**src/rtl/sdram_init_pkg.sv**
```systemverilog
package sdram_init_pkg;

    // Command code packed as {cs_n, ras_n, cas_n, we_n}
    typedef enum logic [3:0] {
        CMD_MRS = 4'b0000,
        CMD_REF = 4'b0001,
        CMD_PRE = 4'b0010,
        CMD_NOP = 4'b0111
    } sdr_cmd_e;

    typedef enum logic [3:0] {
        ST_PWR_WAIT,
        ST_PRECH,
        ST_TRP_WAIT,
        ST_AREF,
        ST_TRC_WAIT,
        ST_MRS,
        ST_TRSC_WAIT,
        ST_READY,
        ST_RUN_REF,
        ST_RUN_TRC
    } seq_state_e;

    // Address bit that selects all banks on a precharge
    localparam int unsigned ALL_BANK_BIT = 10;

    function automatic int unsigned max4(input int unsigned a, input int unsigned b,
                                         input int unsigned c, input int unsigned d);
        int unsigned m;
        m = a;
        if (b > m) m = b;
        if (c > m) m = c;
        if (d > m) m = d;
        return m;
    endfunction

    // Load value giving a command-to-command spacing of t cycles
    function automatic int unsigned gap_load(input int unsigned t);
        return (t < 2) ? 0 : t - 2;
    endfunction

    // Mode word: [2:0] burst length code, [3] burst type,
    // [6:4] CAS latency, [8:7] zero, [9] write mode, [11:10] zero
    function automatic logic [11:0] build_mode_word(input logic [2:0] bl_code,
                                                    input logic       burst_type,
                                                    input logic [2:0] cas_lat,
                                                    input logic       single_write);
        logic [11:0] w;
        w        = '0;
        w[2:0]   = bl_code;
        w[3]     = burst_type;
        w[6:4]   = cas_lat;
        w[9]     = single_write;
        return w;
    endfunction

endpackage

```
**src/rtl/sdram_wait_timer.sv**
```systemverilog
module sdram_wait_timer #(
    parameter int unsigned CNT_W   = 8,
    parameter int unsigned RST_VAL = 0
) (
    input  logic             clk,
    input  logic             rst_n,
    input  logic             load,
    input  logic [CNT_W-1:0] load_val,
    output logic             expired
);

    localparam logic [CNT_W-1:0] RST_CNT = CNT_W'(RST_VAL);

    logic [CNT_W-1:0] cnt_q;

    always_ff @(posedge clk) begin
        if (!rst_n) begin
            cnt_q <= RST_CNT;
        end else if (load) begin
            cnt_q <= load_val;
        end else if (cnt_q != '0) begin
            cnt_q <= cnt_q - 1'b1;
        end
    end

    assign expired = (cnt_q == '0);

    AST_TIMER_STEPS_DOWN: assert property (@(posedge clk) disable iff (!rst_n)
        (!load && !expired) |=> (cnt_q == $past(cnt_q) - 1'b1));

endmodule

```
**src/rtl/sdram_refresh_sched.sv**
```systemverilog
module sdram_refresh_sched #(
    parameter int unsigned REFI_CYC = 1953
) (
    input  logic clk,
    input  logic rst_n,
    input  logic run,
    input  logic served,
    output logic ref_req
);

    localparam int unsigned     CNT_W = $clog2(REFI_CYC + 1);
    localparam logic [CNT_W-1:0] LAST  = CNT_W'(REFI_CYC - 1);

    logic [CNT_W-1:0] ivl_q;
    logic             tick;
    logic             pend_q;

    always_ff @(posedge clk) begin
        if (!rst_n || !run) begin
            ivl_q <= '0;
        end else if (ivl_q == LAST) begin
            ivl_q <= '0;
        end else begin
            ivl_q <= ivl_q + 1'b1;
        end
    end

    assign tick = run && (ivl_q == LAST);

    always_ff @(posedge clk) begin
        if (!rst_n) begin
            pend_q <= 1'b0;
        end else if (tick) begin
            pend_q <= 1'b1;
        end else if (served) begin
            pend_q <= 1'b0;
        end
    end

    assign ref_req = pend_q;

    AST_REQ_HELD_UNTIL_SERVED: assert property (@(posedge clk) disable iff (!rst_n)
        (ref_req && !served) |=> ref_req);

endmodule

```
**src/rtl/sdram_init_refresh.sv**
```systemverilog
module sdram_init_refresh
    import sdram_init_pkg::*;
#(
    parameter int unsigned ADDR_W       = 12,
    parameter int unsigned BA_W         = 2,
    parameter int unsigned POWERUP_CYC  = 62500,
    parameter int unsigned T_RP_CYC     = 3,
    parameter int unsigned T_RC_CYC     = 9,
    parameter int unsigned T_RSC_CYC    = 2,
    parameter int unsigned INIT_REF_CNT = 8,
    parameter int unsigned REFI_CYC     = 1953,
    parameter logic [2:0]  BL_CODE      = 3'b011,
    parameter logic        BURST_TYPE   = 1'b0,
    parameter logic [2:0]  CAS_LAT      = 3'b011,
    parameter logic        SINGLE_WRITE = 1'b0
) (
    input  logic              clk,
    input  logic              rst_n,
    input  logic              ref_gnt,
    output logic              ref_req,
    output logic              init_done,
    output logic              cke,
    output logic              dqm,
    output logic              cs_n,
    output logic              ras_n,
    output logic              cas_n,
    output logic              we_n,
    output logic [BA_W-1:0]   ba,
    output logic [ADDR_W-1:0] addr
);

    localparam int unsigned MAX_DLY = max4(POWERUP_CYC, T_RP_CYC, T_RC_CYC, T_RSC_CYC);
    localparam int unsigned TMR_W   = $clog2(MAX_DLY + 1);
    localparam int unsigned PWR_RST = (POWERUP_CYC < 1) ? 0 : POWERUP_CYC - 1;
    localparam logic [TMR_W-1:0] LD_RP  = TMR_W'(gap_load(T_RP_CYC));
    localparam logic [TMR_W-1:0] LD_RC  = TMR_W'(gap_load(T_RC_CYC));
    localparam logic [TMR_W-1:0] LD_RSC = TMR_W'(gap_load(T_RSC_CYC));
    localparam int unsigned REFN_W  = $clog2(INIT_REF_CNT + 1);
    localparam logic [REFN_W-1:0] REF_LAST = REFN_W'(INIT_REF_CNT);
    localparam logic [11:0] MODE_WORD =
        build_mode_word(BL_CODE, BURST_TYPE, CAS_LAT, SINGLE_WRITE);

    seq_state_e        state_q, state_d;
    logic              tmr_load;
    logic [TMR_W-1:0]  tmr_val;
    logic              tmr_done;
    logic [REFN_W-1:0] ref_num_q;
    logic              run_mode;
    logic              ref_served;
    sdr_cmd_e          cmd;

    // Shared down-counter for every fixed gap in the sequence
    sdram_wait_timer #(
        .CNT_W   (TMR_W),
        .RST_VAL (PWR_RST)
    ) u_wait (
        .clk      (clk),
        .rst_n    (rst_n),
        .load     (tmr_load),
        .load_val (tmr_val),
        .expired  (tmr_done)
    );

    // Periodic refresh interval and pending flag
    sdram_refresh_sched #(
        .REFI_CYC (REFI_CYC)
    ) u_sched (
        .clk     (clk),
        .rst_n   (rst_n),
        .run     (run_mode),
        .served  (ref_served),
        .ref_req (ref_req)
    );

    // State register
    always_ff @(posedge clk) begin
        if (!rst_n) begin
            state_q <= ST_PWR_WAIT;
        end else begin
            state_q <= state_d;
        end
    end

    // Start-up refresh counter
    always_ff @(posedge clk) begin
        if (!rst_n) begin
            ref_num_q <= '0;
        end else if (state_q == ST_AREF) begin
            ref_num_q <= ref_num_q + 1'b1;
        end
    end

    // Next state and timer loading
    always_comb begin
        state_d  = state_q;
        tmr_load = 1'b0;
        tmr_val  = '0;
        unique case (state_q)
            ST_PWR_WAIT: begin
                if (tmr_done) state_d = ST_PRECH;
            end
            ST_PRECH: begin
                tmr_load = 1'b1;
                tmr_val  = LD_RP;
                state_d  = ST_TRP_WAIT;
            end
            ST_TRP_WAIT: begin
                if (tmr_done) state_d = ST_AREF;
            end
            ST_AREF: begin
                tmr_load = 1'b1;
                tmr_val  = LD_RC;
                state_d  = ST_TRC_WAIT;
            end
            ST_TRC_WAIT: begin
                if (tmr_done) begin
                    state_d = (ref_num_q >= REF_LAST) ? ST_MRS : ST_AREF;
                end
            end
            ST_MRS: begin
                tmr_load = 1'b1;
                tmr_val  = LD_RSC;
                state_d  = ST_TRSC_WAIT;
            end
            ST_TRSC_WAIT: begin
                if (tmr_done) state_d = ST_READY;
            end
            ST_READY: begin
                if (ref_req && ref_gnt) state_d = ST_RUN_REF;
            end
            ST_RUN_REF: begin
                tmr_load = 1'b1;
                tmr_val  = LD_RC;
                state_d  = ST_RUN_TRC;
            end
            ST_RUN_TRC: begin
                if (tmr_done) state_d = ST_READY;
            end
            default: state_d = ST_PWR_WAIT;
        endcase
    end

    // Command and pin outputs
    always_comb begin
        cmd  = CMD_NOP;
        addr = '0;
        ba   = '0;
        unique case (state_q)
            ST_PRECH: begin
                cmd                = CMD_PRE;
                addr[ALL_BANK_BIT] = 1'b1;
            end
            ST_AREF, ST_RUN_REF: begin
                cmd = CMD_REF;
            end
            ST_MRS: begin
                cmd  = CMD_MRS;
                addr = ADDR_W'(MODE_WORD);
            end
            default: begin
                cmd = CMD_NOP;
            end
        endcase
    end

    assign {cs_n, ras_n, cas_n, we_n} = cmd;
    assign run_mode   = (state_q == ST_READY) || (state_q == ST_RUN_REF) ||
                        (state_q == ST_RUN_TRC);
    assign ref_served = (state_q == ST_RUN_REF);
    assign init_done  = run_mode;
    assign dqm        = !run_mode;
    assign cke        = 1'b1;

    AST_READY_STICKY: assert property (@(posedge clk) disable iff (!rst_n)
        init_done |=> init_done);

    AST_NOP_AFTER_CMD: assert property (@(posedge clk) disable iff (!rst_n)
        ({cs_n, ras_n, cas_n, we_n} != 4'b0111) |=> ({cs_n, ras_n, cas_n, we_n} == 4'b0111));

    AST_RUN_REF_GRANTED: assert property (@(posedge clk) disable iff (!rst_n)
        (init_done && {cs_n, ras_n, cas_n, we_n} == 4'b0001) |-> $past(ref_gnt && ref_req));

    AST_PRE_ALL_BEFORE_READY: assert property (@(posedge clk) disable iff (!rst_n)
        ({cs_n, ras_n, cas_n, we_n} == 4'b0010) |-> (addr[ALL_BANK_BIT] && !init_done));

    AST_MRS_BEFORE_READY: assert property (@(posedge clk) disable iff (!rst_n)
        ({cs_n, ras_n, cas_n, we_n} == 4'b0000) |-> !init_done);

endmodule

```
**config.mk**
```make
export PLATFORM = sky130hd
export DESIGN_NAME = sdram_init_refresh
export DESIGN_NICKNAME = d
export VERILOG_FILES = /design/src/rtl/sdram_init_pkg.sv /design/src/rtl/sdram_wait_timer.sv /design/src/rtl/sdram_refresh_sched.sv /design/src/rtl/sdram_init_refresh.sv
export SDC_FILE = /design/constraint.sdc
export NUM_CORES = 1
export LEC_CHECK = 0
export BUFFER_PORTS_ARGS = -buffer_cell sky130_fd_sc_hd__buf_4
export CELL_PAD_IN_SITES_DETAIL_PLACEMENT = 1
export CELL_PAD_IN_SITES_GLOBAL_PLACEMENT = 1
export CORE_AREA = 2 2 71 73
export CTS_CLUSTER_SIZE = 20
export DETAILED_ROUTE_END_ITERATION = 12
export DIE_AREA = 0 0 73 75
export PLACE_DENSITY_LB_ADDON = 0.1
export SLEW_MARGIN = 5
export SYNTH_ARGS = -nofsm -noshare
export SYNTH_HDL_FRONTEND = slang
export SYNTH_SLANG_ARGS = --single-unit
```
**constraint.sdc**
```tcl
create_clock -name clk -period 2.25 [get_ports clk]
set_input_delay 0.45 -clock clk [delete_from_list [all_inputs] [get_ports clk]]
set_output_delay 0.45 -clock clk [all_outputs]
set_load 0.05 [all_outputs]
```
* Word level (Yosys, flattened, before mapping)
Index checks and enable logic that the tools add are counted.
Cells by class: div/mod/pow operators 0, multipliers 0, eq/ne operators 15, magnitude comparators 1, add/sub/neg operators 3, multiplexer cells 16, reductions and logical operators 17, shift-type cells 0, bitwise operators 0
Operators by type and width (count):
- $pmux 4 s9 | 1
- $mux 16 | 2
- $mux 4 | 5
- $eq 4x3->1 const B | 4
- $logic_not 16->1 | 1
- $reduce_bool 16->1 | 1
- $sub 16x1->16 const B | 1
- $add 11x1->11 const B | 1
- $eq 11x11->1 const B | 1
- $pmux 3 s3 | 1
- $eq 4x2->1 const B | 2
- $eq 4x4->1 const B | 2
- $ne 2x2->1 const B | 4
- $mux 6 | 1
- $pmux 3 s2 | 1
- $reduce_or 2->1 | 3
- $reduce_and 5->1 | 1
- $add 4x1->4 const B | 1
- $eq 4x1->1 const B | 1
- $ge 4x4->1 const B | 1
- $logic_not 4->1 | 1
- $mux 1 | 4
- $reduce_bool 2->1 | 2
- $reduce_or 4->1 | 1
- 5 further kinds | 9
Word-level totals: input port bits 3, register bits 36, word-level logic and storage cells 57, bits in latches 0, memory bits (read-only) 0, memories kept 0, memory bits (writable) 0

* Logic depth before layout (Yosys ltp)
Gate-level depths: netlist of the first run.
depth in word-level cells 6, mapped depth 9, mapped depth without buffers 7

* Hierarchy
Synthesis of the first run repeated with hierarchy kept, for this count alone.
Unflattened totals: cell total of the unflattened synthesis 268, area total of the unflattened synthesis 2208.4 µm²
Modules (own cells, without submodules):
- sdram_wait_timer | cells an instance 118, area an instance 955.9 µm², instances 1, sequential area each 320.3 µm²
- sdram_init_refresh | cells an instance 88, area an instance 680.7 µm², instances 1, sequential area each 160.2 µm²
- sdram_refresh_sched | cells an instance 62, area an instance 571.8 µm², instances 1, sequential area each 240.2 µm²

* Least setup slack after synthesis of the first run
Ideal clock, no wire load.
path kind reg2out, from register state_q[3], to output cas_n, data required time 1.800 ns, cell stages (with the launch flop) 6, buffers on the path 1, path slack -0.098 ns, data arrival time 1.898 ns, cell sequence dfxtp_1 > clkbuf_1 > nand2b_1 > nor2_1 > and2_1 > nor2_1
Between the ends: word-level cells in the longest chain between the ends 3, elaborated cells between the ends (all ways) 6, those cells by class eq/ne (4); mux (1); reduce/logical (1)
RTL lines:
- start, declared | RTL line sdram_init_refresh.sv:43 | seq_state_e state_q, state_d;
- start signal, assigned | RTL line sdram_init_refresh.sv:80 | state_q <= state_d;
- $eq 4x4->1 / $eq 4x2->1 (equally long branches) | RTL line sdram_init_refresh.sv:148 | unique case (state_q)
- $reduce_or 2->1 (no line)
- $pmux 3 s3 (*) | RTL line sdram_init_refresh.sv:148
- end, declared | RTL line sdram_init_refresh.sv:26 | output logic cas_n,
Every way passes the cells marked *; elsewhere a longest branch is shown, timed or not.

* Final worst setup path of the first run
Same ends and word-level chain as after synthesis.

==> results of run 1 <==
-- path summary, 6_finish.rpt --
check / startpoint / end / slack (ns)
setup / recovery: state_q[3] / cas_n / 0.11
hold / removal: rst_n / u_wait.cnt_q[12] / 0.41
setup reg to reg: u_wait.cnt_q[6] / state_q[1] / 0.30
hold reg to reg: u_sched.ivl_q[0] / u_sched.ivl_q[0] / 0.49
-- state kept, by name, summed over array words and instances (netlist names) --
name,count
u_wait.cnt_q,16
u_sched.ivl_q,11
ref_num_q,4
state_q,4
u_sched.ref_req,1
-- kinds of logic after synthesis --
kind of cell,after synthesis,synth area share
xor gates and xnor gates,23,0.102
muxes,2,0.0101
other,2,0.00379
AOI/OAI and AO/OA,34,0.119
adders and majority gates,5,0.0316
buffers and inverters,35,0.0953
and+or+nand+nor,104,0.275
DFF,36,0.364
-- where the power goes --
group          switching, mW  internal [mW]
combinational         0.0665         0.0211
clock                  0.257          0.216
sequential            0.0101          0.646
-- Yosys cell counts (all sizes together) (2+ instances only) --
library cell	n	share of area
nand3b	4	0.015
conb	2	0.0038
buf	16	0.059
xor2	11	0.049
nor3b	2	0.0076
nand3	9	0.023
o211ai	5	0.019
and3	2	0.0063
inv	12	0.023
nor4	4	0.020
clkbuf	7	0.013
xnor2	12	0.053
nand4	2	0.0063
a311oi	2	0.0088
or4	2	0.0095
nor3	13	0.040
ha	5	0.032
nand2	13	0.025
a21oi	11	0.033
mux2i	2	0.010
o221ai	2	0.012
nor2	44	0.085
dfxtp	36	0.36
o21ai	8	0.020
or3	2	0.0088
-- routing by layer --
metal  global-route usage  routed length, um  share of wire
met2                0.275               2100           0.49
met5                    0                  0              0
met1                0.206               2030           0.47
met3               0.0402                110          0.026
met4               0.0802                 71          0.016
-- area by class of cell --
| cell class | count | area [um2] | share of cell area |
|---|---|---|---|
| clock buffer | 5 | 68.8 | 0.0310 |
| tap | 54 | 67.6 | 0.0304 |
| sequential | 36 | 721 | 0.324 |
| inverter | 12 | 48.8 | 0.0219 |
| multi-input combinational | 179 | 1130 | 0.508 |
| timing repair buffer | 22 | 169 | 0.0760 |
| clock inverter | 3 | 18.8 | 0.00844 |
-- critical path: stages, from the launching register on --
cell and delay, ns:
dfxtp_1 0.31, buf_4 0.16, nand2b_2 0.22, nor2_2 0.12, buf_4 0.13, and2_1 0.21
nor2_2 0.06, buf_4 0.19
-- through the flow --
step           instances  utilization  hold WS (ns)
5_1_grt              311        0.477         0.412
2_1_floorplan        250            -         0.441
3_5_place_dp         303        0.453         0.468
3_3_place_gp         303        0.453         0.461
6_report             311        0.477         0.414
4_1_cts              311        0.475         0.405
-- timing repair --
item                                    CTS  global route
endpoints found under the setup margin    1             6
gates resized for setup                   1             4
hold buffers                              0             0
==> impl_metrics.py, run 1 <==
metrics = {
    "sta": {
        "rsz0062_at_grt": "no",
        "timing.final.crit_share": 0.952,
        "fmax_ghz": 0.467,
        "hold_viol": 0,
        "drv_slew": 0,
        "fin_worst_skew_ns": 0.00657,
        "tightest_slew_ns": 0.494,
        "setup_viol": 0,
        "relSlewSlack": 0.662,
        "setup_ws_ns": 0.109,
        "fin_setup_tns_ns": 0,
        "period_needed_ns": 2.14,
    },
    "synthesis": {
        "ys_seq_area_frac": 0.364,
        "synth-edff-count": 0,
        "syn_inst": 241,
        "synth-seq-cells": 36,
        "ys.flop_type": "dfxtp_1",
        "ys_types": 47,
        "syn_avg_cell_area_um2": 8.22,
        "async_flop_share": 0,
        "ys_warn_count": 0,
        "synthesis.area_um2": 1980,
    },
    "worst_setup_path": {
        "start_kind": "flop",
        "worstPathRequired_ns": 1.80,
        "crit_arrival_ns": 1.69,
        "crit_path_end_kind": "primary output",
        "r2r_cells": 6,
        "setup.worst_path.class": "reg2out",
        "worstPathMaxFanout": 10,
    },
    "cts": {
        "clk_pin_slew_ns": 0.08,
        "cts_buffers": 5,
        "worstSkewPairLatency_ns": 0.30,
        "cts_tree": "built",
        "htreeDepth": 2,
        "cts_root_buf": "clkbuf_8",
        "clock_path_buffers": 2,
        "cts_sinks": 36,
        "postCtsSetupRepairBufs": 0,
    },
    "floorplan": {
        "start_util": 0.425,
        "core.rowCount": 25,
        "die-height_um": 75,
        "ios": 25,
        "die_x_um": 73,
        "fp.dieArea_um2": 5480,
        "core_um2": 4660,
    },
    "global_route": {
        "overflow": 0,
        "grt_usage": 0.167,
        "grt_max_degree": 15,
        "grt_pass1_wl_um": 6980,
        "antenna_found_initial": 0,
        "grt_pass1_vias": 1533,
    },
    "finish": {
        "syn_to_final_growth_pct": 12.2,
        "design_area_um2": 2220,
        "final_layout_size_suffix_gt1_frac": 0.179,
        "diodes": 0,
        "layout_commonest_cell": "nor2_1",
        "fillCellCount": 576,
        "layout_common_cells": "nor2_1 (40), dfxtp_1 (36), buf_4 (21), nand2_1 (13), xnor2_1 (12)",
        "fin_nets": 264,
    },
    "route": {
        "routed_via_density": 5.20,
        "wire_per_inst_um": 13.9,
        "antenna_left": 0,
        "wl_um": 4310,
        "via_count": 1618,
        "drt_pass1_iterations": 4,
        "drc": 0,
        "drt_iter0_drc": 64,
    },
    "min_path": {
        "hold_depth": 2,
        "hold_class": "in2reg",
    },
    "placement": {
        "place.gp.congestion": 0.802,
        "dp_hpwl_um": 3140,
        "dp_slack_ns": 0.324,
        "io_buffers": 13,
        "post_dp_cell_area_um2": 2110,
    },
    "power": {
        "p_leak_nw": 0.826,
        "peakVddDrop_mv": 0.289,
        "p_per_area_nw_per_um2": 547,
        "total_power_mw": 1.22,
    },
    "run": {
        "cap_violations": 0,
    },
    "outcome": {
        "run_status": "finished clean",
    },
}
Power figures use the tool's default switching activity.
==> run 2: changes to the inputs <==
Settings changed: PLACE_DENSITY_LB_ADDON 0.1 to 0.12.
==> impl_metrics.py, run 2 (synthesis results as in run 1) <==
metrics = {
    "outcome": {
        "run_status": "finished clean",
    },
    "finish": {
        "final_layout_size_suffix_gt1_frac": 0.181,
        "top_regs": "u_wait.cnt_q: 16 flops, u_sched.ivl_q: 11 flops",
        "largest_register_ffs": 16,
        "syn_to_final_growth_pct": 13.1,
        "fin_nets": 266,
        "diodes": 0,
        "layout_common_cells": "nor2_1 (40), dfxtp_1 (36), buf_4 (24), nand2_1 (13), xnor2_1 (12)",
        "post-route-util": 0.481,
        "layout_commonest_cell": "nor2_1",
        "regMostFlops": "u_wait.cnt_q",
    },
    "sta": {
        "drv_slew": 0,
        "period_needed_ns": 2.16,
        "relSlewSlack": 0.675,
        "setup_ws_ns": 0.0872,
        "timing.final.crit_share": 0.961,
        "tightest_slew_ns": 0.475,
        "hold_viol": 0,
        "fmax_ghz": 0.462,
        "fin_worst_skew_ns": 0.0103,
        "hold_ws_ns": 0.412,
        "fin_setup_tns_ns": 0,
        "setup_viol": 0,
    },
    "worst_setup_path": {
        "cp_cell_sequence": "buf_4 > nand2b_2 > nor2_2 > buf_4 > and2_1 > nor2_2 > buf_4",
        "r2r-start": "u_wait.cnt_q[6]",
        "cp_top_family": "simple AND/OR/NAND/NOR gates",
        "reg2reg_slack_ns": 0.32,
        "setup.worst_path.class": "reg2out",
        "crit_arrival_ns": 1.71,
        "cpPeakStageDelay_ns": 0.32,
        "cp_slowest_cell": "dfxtp_1",
        "crit_top_cell": "buf_4",
        "crit_path_end_kind": "primary output",
        "crit_cells": 7,
        "reg2reg_to": "u_wait.cnt_q[0]",
        "critPathBufInv": 3,
        "start_kind": "flop",
        "worstPathMaxFanout": 10,
        "worstSetupStartpoint": "state_q[3]",
        "worstPathRequired_ns": 1.80,
        "cp-endpoint": "cas_n",
        "r2r_cells": 6,
    },
    "floorplan": {
        "core_um2": 4660,
        "fp.dieArea_um2": 5480,
        "die_x_um": 73,
        "ios": 25,
        "die-height_um": 75,
        "start_util": 0.425,
        "core.rowCount": 25,
    },
    "route": {
        "drt_iter0_drc": 41,
        "routed_via_density": 5.28,
        "wl_um": 4210,
        "drt_pass1_iterations": 4,
        "drc": 0,
        "wire_per_inst_um": 13.4,
        "antenna_left": 0,
        "via_count": 1654,
    },
    "cts": {
        "clk_pin_slew_ns": 0.08,
        "clock_path_buffers": 2,
        "htreeDepth": 2,
        "worstSkewPairLatency_ns": 0.29,
        "cts_root_buf": "clkbuf_8",
        "cts_buffers": 5,
        "cts_sinks": 36,
        "holdBufCountCts": 0,
        "cts_tree": "built",
    },
    "global_route": {
        "antenna_found_initial": 0,
        "grt_pass1_vias": 1546,
        "grt_pass1_wl_um": 7070,
        "grt_max_degree": 15,
        "overflow": 0,
        "grt_usage": 0.169,
    },
    "min_path": {
        "hold_class": "in2reg",
    },
    "placement": {
        "dp_hpwl_um": 3120,
        "dp_slack_ns": 0.328,
        "io_buffers": 13,
        "place.gp.congestion": 0.832,
    },
    "power": {
        "power_frac_clock": 0.393,
        "p_leak_nw": 0.829,
        "p_per_area_nw_per_um2": 547,
        "p_seq_frac": 0.535,
        "netSwitchingPower_mw": 0.309,
        "total_power_mw": 1.23,
        "p_int_mw": 0.916,
        "peakVddDrop_mv": 0.330,
        "switching_share": 0.252,
        "p_comb_frac": 0.072,
    },
    "run": {
        "cap_violations": 0,
    },
}
-- run 2: cell type report --
class / count / area [um2]
flip-flops and latches: 36 / 721
inverters: 12 / 48.8
repair buffers: 24 / 180
fillers: 579 / 2420
well taps: 54 / 67.6
clock buffers: 7 / 86.3
clock inverters: 1 / 7.51
multi-input cells: 179 / 1130
-- run 2: worst min path at each step --
stage | slack (ns) | cells past startpoint | from | endpoint
final | 0.41 | 2 | rst_n | u_wait.cnt_q[10]
after global placement | 0.46 | 1 | u_sched.ivl_q[0] | u_sched.ivl_q[0]
after CTS | 0.41 | 2 | rst_n | u_wait.cnt_q[10]
after floorplan | 0.44 | 1 | u_sched.ivl_q[0] | u_sched.ivl_q[0]
after global routing | 0.42 | 2 | rst_n | u_wait.cnt_q[10]
after detailed placement | 0.47 | 1 | u_sched.ivl_q[0] | u_sched.ivl_q[0]
-- run 2: repair_timing --
| action | 4_1_cts | 5_1_grt |
|---|---|---|
| setup endpoints to repair | 1 | 6 |
| endpoints found under the hold margin | 0 | 0 |
| resized for setup | 1 | 3 |
| setup buffers | 0 | 2 |
-- run 2: metal layers --
layer	vias to the layer above	wire [um]	GRT usage
met5	-	0	0
met4	0	67	0.0802
met3	7	134	0.0402
met2	23	2040	0.280
met1	795	1960	0.207
li1	829	-	-
-- run 2: worst reg2reg max path, stage by stage (launching register included) --
cell and delay, ns:
dfxtp_1 0.35, or4_4 0.59, nand4bb_1 0.21, buf_4 0.20, xnor2_1 0.19, and3_1 0.18, o221ai_1 0.11
-- run 2: power groups by stage --
stage / sequential (mW) / combinational (mW) / clock (mW)
6_report: 0.656 / 0.0881 / 0.482
5_1_grt: 0.657 / 0.0953 / 0.521
4_1_cts: 0.655 / 0.0889 / 0.499
3_5_place_dp: 0.670 / 0.0886 / 0
3_3_place_gp: 0.671 / 0.0873 / 0
2_1_floorplan: 0.668 / 0.0909 / 0
-- run 2: stage by stage --
step / area (um2) / std cells
floorplan: 2020 / 250
global placement: 2110 / 303
detailed placement: 2110 / 303
CTS: 2220 / 311
global route: 2240 / 313
finish: 2240 / 313
==> run 3: changes to the inputs <==
Settings changed: CELL_PAD_IN_SITES_DETAIL_PLACEMENT 1 to 2, CELL_PAD_IN_SITES_GLOBAL_PLACEMENT 1 to 2, CORE_AREA 2 2 71 73 to 2 2 80 82, DIE_AREA 0 0 73 75 to 0 0 82 84.
==> impl_metrics.py, run 3 (synthesis results as in run 1) <==
metrics = {
    "power": {
        "peakVddDrop_mv": 0.265,
        "total_power_mw": 1.32,
        "p_per_area_nw_per_um2": 576,
        "p_leak_nw": 0.843,
    },
    "floorplan": {
        "fp.dieArea_um2": 6890,
        "ios": 25,
        "die-height_um": 84,
        "core.rowCount": 29,
        "start_util": 0.325,
        "die_x_um": 82,
        "core_um2": 6100,
    },
    "finish": {
        "largest_register_ffs": 16,
        "fin_nets": 267,
        "layout_common_cells": "nor2_1 (41), dfxtp_1 (36), buf_4 (24), nand2_1 (13), xnor2_1 (12)",
        "syn_to_final_growth_pct": 15.8,
        "regMostFlops": "u_wait.cnt_q",
        "fillCellCount": 709,
        "diodes": 0,
        "top_regs": "u_wait.cnt_q: 16 flops, u_sched.ivl_q: 11 flops",
        "layout_commonest_cell": "nor2_1",
        "design_area_um2": 2290,
        "final_layout_size_suffix_gt1_frac": 0.188,
    },
    "cts": {
        "holdBufCountCts": 0,
        "worstSkewPairLatency_ns": 0.29,
        "clock_path_buffers": 2,
        "cts_tree": "built",
        "htreeDepth": 2,
        "cts_buffers": 5,
        "cts_root_buf": "clkbuf_8",
        "clk_pin_slew_ns": 0.08,
        "cts_sinks": 36,
    },
    "route": {
        "via_count": 1658,
        "drt_pass1_iterations": 3,
        "wire_per_inst_um": 14.3,
        "drc": 0,
        "antenna_left": 0,
        "routed_via_density": 4.92,
        "drt_iter0_drc": 18,
        "wl_um": 4820,
    },
    "placement": {
        "io_buffers": 13,
        "dp_hpwl_um": 3600,
        "place.gp.congestion": 0.727,
        "post_dp_cell_area_um2": 2150,
    },
    "worst_setup_path": {
        "worstPathMaxFanout": 4,
        "cp-endpoint": "ras_n",
        "start_kind": "flop",
        "reg2reg_slack_ns": 0.30,
        "r2r-start": "u_wait.cnt_q[6]",
        "cp_top_family": "simple AND/OR/NAND/NOR gates",
        "crit_cells": 4,
        "setup.worst_path.class": "reg2out",
        "cp_slowest_cell": "or3b_2",
        "cp_cell_sequence": "or3b_2 > o221ai_4 > clkinvlp_4 > buf_4",
        "crit_arrival_ns": 1.74,
        "crit_path_end_kind": "primary output",
        "cpPeakStageDelay_ns": 0.52,
        "critPathBufInv": 2,
        "reg2reg_to": "state_q[1]",
        "worstPathRequired_ns": 1.80,
        "worstSetupStartpoint": "state_q[3]",
        "r2r_cells": 6,
    },
    "global_route": {
        "overflow": 0,
        "grt_usage": 0.151,
        "grt_pass1_wl_um": 8050,
        "grt_max_degree": 15,
        "grt_pass1_vias": 1727,
        "antenna_found_initial": 0,
    },
    "sta": {
        "tightest_slew_ns": 0.549,
        "drv_slew": 0,
        "setup_viol": 0,
        "fmax_ghz": 0.457,
        "timing.final.crit_share": 0.972,
        "hold_viol": 0,
        "rsz0062_at_grt": "yes",
        "fin_worst_skew_ns": 0.00684,
        "period_needed_ns": 2.19,
        "relSlewSlack": 0.625,
    },
    "run": {
        "cap_violations": 0,
    },
    "min_path": {
        "hp-start": "rst_n",
        "hold_class": "in2reg",
    },
    "outcome": {
        "run_status": "finished clean",
    },
}
run 3: repair_timing:
| item | CTS | global route |
|---|---|---|
| buffers inserted | 0 | 2 |
| setup endpoints to repair | 1 | 6 |
| gates resized for setup | 1 | 3 |
| hold endpoints to repair | 0 | 0 |
run 3: stage by stage:
step | utilization | setup WS [ns] | std cells | TNS [ns] | hold slack [ns]
after floorplan | - | 0.0508 | 250 | 0 | 0.441
after global placement | 0.353 | 0.331 | 327 | 0 | 0.460
after detailed placement | 0.353 | 0.299 | 327 | 0 | 0.472
after CTS | 0.373 | 0.00377 | 335 | 0 | 0.405
after global routing | 0.376 | -0.0256 | 337 | -0.0256 | 0.414
final | 0.376 | 0.0621 | 337 | 0 | 0.416
run 3: where the power goes:
part | switching (mW) | internal [mW]
Clock | 0.249 | 0.328
Combinational | 0.0669 | 0.0212
Sequential | 0.0100 | 0.646
run 3: how the worst min path moves through the flow:
stage / to / slack (ns) / cells past startpoint
finish: u_wait.cnt_q[12] / 0.42 / 2
global route: u_wait.cnt_q[12] / 0.41 / 2
CTS: u_wait.cnt_q[12] / 0.41 / 2
detailed placement: u_sched.ivl_q[0] / 0.47 / 1
global placement: u_sched.ivl_q[0] / 0.46 / 1
floorplan: u_sched.ivl_q[0] / 0.44 / 1
run 3: cell type report:
class	count	area, um2	area share
Clock buffer	5	68.8	0.0300
Multi-Input combinational cell	179	1130	0.491
Tap cell	77	96.3	0.0420
Sequential cell	36	721	0.314
Clock inverter	3	42.5	0.0185
Timing Repair Buffer	25	191	0.0834
Inverter	12	48.8	0.0213
run 3: worst reg2reg max path, stage by stage, from the launching register on:
cell,delay [ns]
dfxtp_1,0.35
or4_4,0.59
nand4bb_1,0.28
buf_4,0.20
a21oi_4,0.16
nor2_1,0.06
a311oi_1,0.23
run 3: metal layers:
layer / GRT usage / share of wire / up-vias / routed length [um]
li1: - / - / 830 / -
met1: 0.183 / 0.46 / 809 / 2210
met2: 0.257 / 0.51 / 13 / 2450
met3: 0.0260 / 0.021 / 6 / 99
met4: 0.0636 / 0.012 / 0 / 56
met5: 0 / 0 / - / 0
